**config.mk**
```make
export PLATFORM = sky130hd
export DESIGN_NAME = seq_table_guard
export DESIGN_NICKNAME = d
export VERILOG_FILES = /design/src/rtl/tlk_pkg.sv /design/src/rtl/tlk_decode.sv /design/src/rtl/tlk_keyfsm.sv /design/src/rtl/tlk_table.sv /design/src/rtl/seq_table_guard.sv
export SDC_FILE = /design/constraint.sdc
export NUM_CORES = 2
export LEC_CHECK = 0
export ABC_AREA = 1
export BUFFER_PORTS_ARGS = -buffer_cell sky130_fd_sc_hd__buf_2
export CAP_MARGIN = 20
export CORE_AREA = 2 2 614 616
export DETAILED_ROUTE_END_ITERATION = 8
export DIE_AREA = 0 0 616 618
export PLACE_DENSITY_LB_ADDON = 0.12
export SYNTH_ARGS = -nofsm -noshare
export SYNTH_HDL_FRONTEND = slang
export SYNTH_SLANG_ARGS = --single-unit
```
**constraint.sdc**
```tcl
create_clock -name clk -period 7.67 [get_ports clk]
set_clock_uncertainty 0.15 [all_clocks]
set_input_delay 1.1505 -clock clk [delete_from_list [all_inputs] [get_ports clk]]
set_output_delay 1.1505 -clock clk [all_outputs]
set_load 0.005 [all_outputs]
```
**src/rtl/tlk_pkg.sv**
```systemverilog
package tlk_pkg;

   typedef enum logic {
      ARM_IDLE  = 1'b0,
      ARM_KEYED = 1'b1
   } arm_e;

   typedef enum logic {
      TBL_OPEN   = 1'b0,
      TBL_SEALED = 1'b1
   } seal_e;

   typedef struct packed {
      logic key;
      logic cmd;
      logic stat;
      logic tab;
   } sel_t;

   localparam int STAT_SEAL_BIT = 0;
   localparam int STAT_VIOL_BIT = 1;
   localparam int STAT_ARM_BIT  = 2;

endpackage

```
**src/rtl/tlk_decode.sv**
```systemverilog
module tlk_decode
   import tlk_pkg::*;
#(
   parameter int ADDR_W     = 9,
   parameter int KEY_ADDR   = 0,
   parameter int CMD_ADDR   = 1,
   parameter int STAT_ADDR  = 2,
   parameter int TAB_BASE   = 256,
   parameter int TAB_WORDS  = 128,
   localparam int IDX_W     = $clog2(TAB_WORDS)
) (
   input  logic [ADDR_W-1:0] addr,
   output sel_t              sel,
   output logic [IDX_W-1:0]  idx
);

   localparam int HI_W = ADDR_W - IDX_W;
   localparam logic [HI_W-1:0] TAB_HI = HI_W'(TAB_BASE >> IDX_W);

   always_comb begin
      sel.key  = (addr == ADDR_W'(KEY_ADDR));
      sel.cmd  = (addr == ADDR_W'(CMD_ADDR));
      sel.stat = (addr == ADDR_W'(STAT_ADDR));
      sel.tab  = (addr[ADDR_W-1:IDX_W] == TAB_HI);
      idx      = addr[IDX_W-1:0];
   end

endmodule

```
**src/rtl/tlk_keyfsm.sv**
```systemverilog
module tlk_keyfsm
   import tlk_pkg::*;
#(
   parameter int          DATA_W     = 32,
   parameter logic [31:0] KEY        = 32'h5AF0_5AF0,
   parameter int          CMD_SEAL   = 1,
   parameter int          CMD_OPEN   = 2
) (
   input  logic              clk,
   input  logic              rst_n,
   input  logic              wr,
   input  sel_t              sel,
   input  logic [DATA_W-1:0] wdata,
   output logic              armed,
   output logic              sealed,
   output logic              violation,
   output logic              tab_we
);

   arm_e  arm_q;
   seal_e seal_q;
   logic  viol_q;
   logic  key_ok;

   assign key_ok = sel.key && (wdata == DATA_W'(KEY));

   always_ff @(posedge clk or negedge rst_n) begin
      if (!rst_n) begin
         arm_q  <= ARM_IDLE;
         seal_q <= TBL_OPEN;
         viol_q <= 1'b0;
      end else if (wr) begin
         arm_q <= key_ok ? ARM_KEYED : ARM_IDLE;
         if (arm_q == ARM_KEYED && sel.cmd) begin
            if (wdata == DATA_W'(CMD_SEAL))
               seal_q <= TBL_SEALED;
            else if (wdata == DATA_W'(CMD_OPEN))
               seal_q <= TBL_OPEN;
         end
         if (sel.tab && seal_q == TBL_SEALED)
            viol_q <= 1'b1;
      end
   end

   assign armed     = (arm_q == ARM_KEYED);
   assign sealed    = (seal_q == TBL_SEALED);
   assign violation = viol_q;
   assign tab_we    = wr && sel.tab && (seal_q == TBL_OPEN);

endmodule

```
**src/rtl/tlk_table.sv**
```systemverilog
module tlk_table #(
   parameter int  DATA_W    = 32,
   parameter int  TAB_WORDS = 128,
   localparam int IDX_W     = $clog2(TAB_WORDS)
) (
   input  logic              clk,
   input  logic              we,
   input  logic [IDX_W-1:0]  idx,
   input  logic [DATA_W-1:0] wdata,
   output logic [DATA_W-1:0] rword
);

   logic [DATA_W-1:0] mem [TAB_WORDS];

   always_ff @(posedge clk) begin
      if (we)
         mem[idx] <= wdata;
   end

   assign rword = mem[idx];

endmodule

```
**src/rtl/seq_table_guard.sv**
```systemverilog
module seq_table_guard
   import tlk_pkg::*;
#(
   parameter int          ADDR_W        = 9,
   parameter int          DATA_W        = 32,
   parameter int          SEQS          = 32,
   parameter int          WORDS_PER_SEQ = 4,
   parameter int          TAB_BASE      = 256,
   parameter logic [31:0] KEY           = 32'h5AF0_5AF0,
   parameter int          CMD_SEAL      = 1,
   parameter int          CMD_OPEN      = 2
) (
   input  logic              clk,
   input  logic              rst_n,
   input  logic              bus_valid,
   input  logic              bus_write,
   input  logic [ADDR_W-1:0] bus_addr,
   input  logic [DATA_W-1:0] bus_wdata,
   output logic [DATA_W-1:0] bus_rdata,
   output logic              locked_o,
   output logic              violation_o
);

   localparam int TAB_WORDS = SEQS * WORDS_PER_SEQ;
   localparam int IDX_W     = $clog2(TAB_WORDS);

   // elaboration-time parameter checks
   if (TAB_WORDS != (1 << IDX_W)) begin : g_bad_depth
      $error("table depth must be a power of two");
   end
   if ((TAB_BASE % TAB_WORDS) != 0) begin : g_bad_align
      $error("table base must be aligned to the table size");
   end
   if (TAB_BASE + TAB_WORDS > (1 << ADDR_W)) begin : g_bad_range
      $error("table does not fit in the address space");
   end
   if (TAB_BASE < 4 || ADDR_W <= IDX_W) begin : g_bad_overlap
      $error("table overlaps the control words");
   end
   if (DATA_W != 32) begin : g_bad_width
      $error("key and command words are 32 bits");
   end

   sel_t             sel;
   logic [IDX_W-1:0] tab_idx;
   logic             wr;
   logic             armed_q;
   logic             sealed_q;
   logic             viol_q;
   logic             tab_we;
   logic [DATA_W-1:0] tab_word;
   logic [DATA_W-1:0] stat_word;

   assign wr = bus_valid && bus_write;

   tlk_decode #(
      .ADDR_W    (ADDR_W),
      .KEY_ADDR  (0),
      .CMD_ADDR  (1),
      .STAT_ADDR (2),
      .TAB_BASE  (TAB_BASE),
      .TAB_WORDS (TAB_WORDS)
   ) u_dec (
      .addr (bus_addr),
      .sel  (sel),
      .idx  (tab_idx)
   );

   tlk_keyfsm #(
      .DATA_W   (DATA_W),
      .KEY      (KEY),
      .CMD_SEAL (CMD_SEAL),
      .CMD_OPEN (CMD_OPEN)
   ) u_fsm (
      .clk       (clk),
      .rst_n     (rst_n),
      .wr        (wr),
      .sel       (sel),
      .wdata     (bus_wdata),
      .armed     (armed_q),
      .sealed    (sealed_q),
      .violation (viol_q),
      .tab_we    (tab_we)
   );

   tlk_table #(
      .DATA_W    (DATA_W),
      .TAB_WORDS (TAB_WORDS)
   ) u_tab (
      .clk   (clk),
      .we    (tab_we),
      .idx   (tab_idx),
      .wdata (bus_wdata),
      .rword (tab_word)
   );

   always_comb begin
      stat_word                = '0;
      stat_word[STAT_SEAL_BIT] = sealed_q;
      stat_word[STAT_VIOL_BIT] = viol_q;
      stat_word[STAT_ARM_BIT]  = armed_q;
   end

   always_ff @(posedge clk or negedge rst_n) begin
      if (!rst_n)
         bus_rdata <= '0;
      else if (bus_valid && !bus_write) begin
         if (sel.tab)
            bus_rdata <= tab_word;
         else if (sel.stat)
            bus_rdata <= stat_word;
         else
            bus_rdata <= '0;
      end
   end

   assign locked_o    = sealed_q;
   assign violation_o = viol_q;

endmodule

```
==> results.ini <==
[power_and_ir_drop]
power.density_mw_per_mm2=265.8
leakage_nw=58.28
ir_drop_mv=0.2357
total_power_mw=48.24

[cells_and_area]
drive_above_1_share_pct=9.218
instances_no_fill=17560
finalInstanceArea_mm2=0.1815
syn_to_final_growth_pct=13.17
fin_util_pct=48.51
final_nets=12240

[yosys]
synth_compound_area_share_pct=6.588
synth-xor-area-share_pct=0
synthAdderAreaFrac_pct=0
yosysTopAreaCellShare_pct=76.70
yosysUniqueCellTypes=29
synth_top_cell_by_area=edfxtp_1
ys_seq_elements=4131
syn-num-nets=12160
ys_seq_area_share_pct=77.24
synth_top_family_by_area=simple AND/OR/NAND/NOR gates
synth-simple-area-share_pct=13.66
ys_top_cells_by_area=edfxtp_1 (77%), nand2_1 (4.9%), nor2_1 (4.4%)
ys_warn_count=0
avgSynthCellArea_um2=13.24
syn_area_mm2=0.1604
synthMuxAreaShare_pct=0
syn_inst=12110

[clock_tree]
post_cts_buffers=0
cts_tree=yes
postCtsHoldBufs=0
cts_buffers=436
htree_levels=5
clock_path_buffers=4
cts_root_buf=clkbuf_16
ctsResizeCount=0
cts.sinks=4131
insertion_delay_ps=970
path_clk_slew_ps=60

[timing]
relSlewSlack_pct=19.95
hold_viol_final=0
post-route-min-period_ps=4704
setup_ws_ps=2966
setup_tns_ps=0
min_period_over_period_pct=61.33
clock.fmax_mhz=212.6
tightest_slew_ps=1201
hold-worst-slack_ps=182.6
setup_violations=0
drv_slew=0
grt_setup_unrepaired=no

[routing]
drt-initial-drc-count=13630
wl_mm=541.2
vias=103700
wl_per_cell_um=30.82
detail-route-antenna-nets=0
viasPerCell=5.904
drtPass1Iterations=5
drc=0

[setup_path]
cp-start-kind=input port
criticalPathCategory=in2reg
cp_cell_sequence=buf_8 -> inv_8 -> nor2_4 -> nand3_4 -> nor2_4 -> buf_4
slowest_delay_ps=1160
crit_buf_inv=3
cp.arrival_ps=5160
crit_top_cell=nor2_4
worstPathMaxFanout=45
worstPathRequired_ps=8130
worst_setup_path_end_kind=flop
cp_slowest_cell=nor2_4
cp_top_family=simple AND/OR/NAND/NOR gates

[placement]
numPlacedInstances=16750
place_ws_ps=2079
portBuffers=78
dpl.hpwl_mm=297.4
place_area_mm2=0.1675
place.gp.congestion=0.8576

[hold_path]
min_path_type=in2async

[global_routing]
grt_pass1_wl_mm=758.5
grt_antenna_before_repair=40
grt_max_degree=132
grt_use_total_pct=27.83
grt_pass1_vias=98960
grt-ovfl-total=0

[floorplanning]
die_w_um=616
ios=79
dieArea_mm2=0.3807
num_rows=225
fp.coreArea_mm2=0.3741
start_util_pct=42.86
chipHeight_um=618

[status]
status=completed

[flow_run]
maxCapViolations=0

## layer usage
metal | share of wire, % | GRT usage, % | vias to the layer above
met4 | 3.9 | 10.02 | 8
met5 | 0.011 | 0 | -
met1 | 42 | 39.33 | 53070
met3 | 8.5 | 4.172 | 859
li1 | - | - | 44540
met2 | 46 | 43.93 | 5186
## where the power goes
group          leakage [nW]  internal (mW)  switching [mW]  total, mW
Sequential             37.3           24.8          0.0310       24.9
Clock                  6.76           11.7            8.92       20.6
Combinational          14.3          0.555            2.18       2.74
## sequential cells by signal, summed over array words and instances (netlist names)
signal           cells
u_tab.mem         4096
u_fsm.violation      1
bus_rdata           32
u_fsm.sealed         1
u_fsm.armed          1
## synth_stat cells (all sizes together)
cell type  count
o21ai       1072
o211ai       389
o31ai          2
inv           82
a32o           1
nor3b          1
or2            2
nand3        613
edfxtp      4096
nand2       2098
nand4        578
nand3b         2
o21bai         1
nor2        1899
nor4           3
buf          506
and2          20
clkbuf       258
nor3           4
dfrtp         35
a21oi        449
clkinv         2
## final timing paths
kind,start,to,slack (ps),cells past startpoint
max in group asynchronous,rst_n,u_fsm.violation$_DFFE_PN0P_,6530,2
worst max register to register,u_fsm.sealed$_DFFE_PN0P_,u_tab.mem[89][4]$_DFFE_PP_,3970,5
worst max-delay path,bus_addr[0],u_tab.mem[89][4]$_DFFE_PP_,2970,6
worst min register to register,bus_rdata[12]$_DFFE_PN0P_,bus_rdata[12]$_DFFE_PN0P_,340,2
worst min-delay path,rst_n,bus_rdata[26]$_DFFE_PN0P_,180,2
min in group clk,bus_rdata[12]$_DFFE_PN0P_,bus_rdata[12]$_DFFE_PN0P_,340,2
## layout by cell type (no fill, tap or decap), types with 56 or more instances in the layout
cell and count:
clkinv_1 97, o21ai_1 56, o211ai_1 389, inv_1 77
nand2_1 2096, edfxtp_1 4096, o21ai_0 1016, nor2_4 134
a21oi_1 449, nand4_1 578, clkbuf_1 102, clkbuf_16 440
nand3_1 608, clkinv_2 82, buf_4 305, nor2_1 1762
## cells by family after synthesis
family          count (synthesis)
buf+inv                       848
flops                        4131
compound gates               1914
simple gates                 5220
## layout make-up
cell class,instances,area (µm²)
Antenna cell,14,35.03
Clock buffer,553,11540
Clock inverter,241,2306
Fill cell,32390,192700
Inverter,84,342.8
Multi-Input combinational cell,7134,33540
Sequential cell,4131,123900
Tap cell,4994,6248
Timing Repair Buffer,408,3600
(Power assumes the default switching activity.)
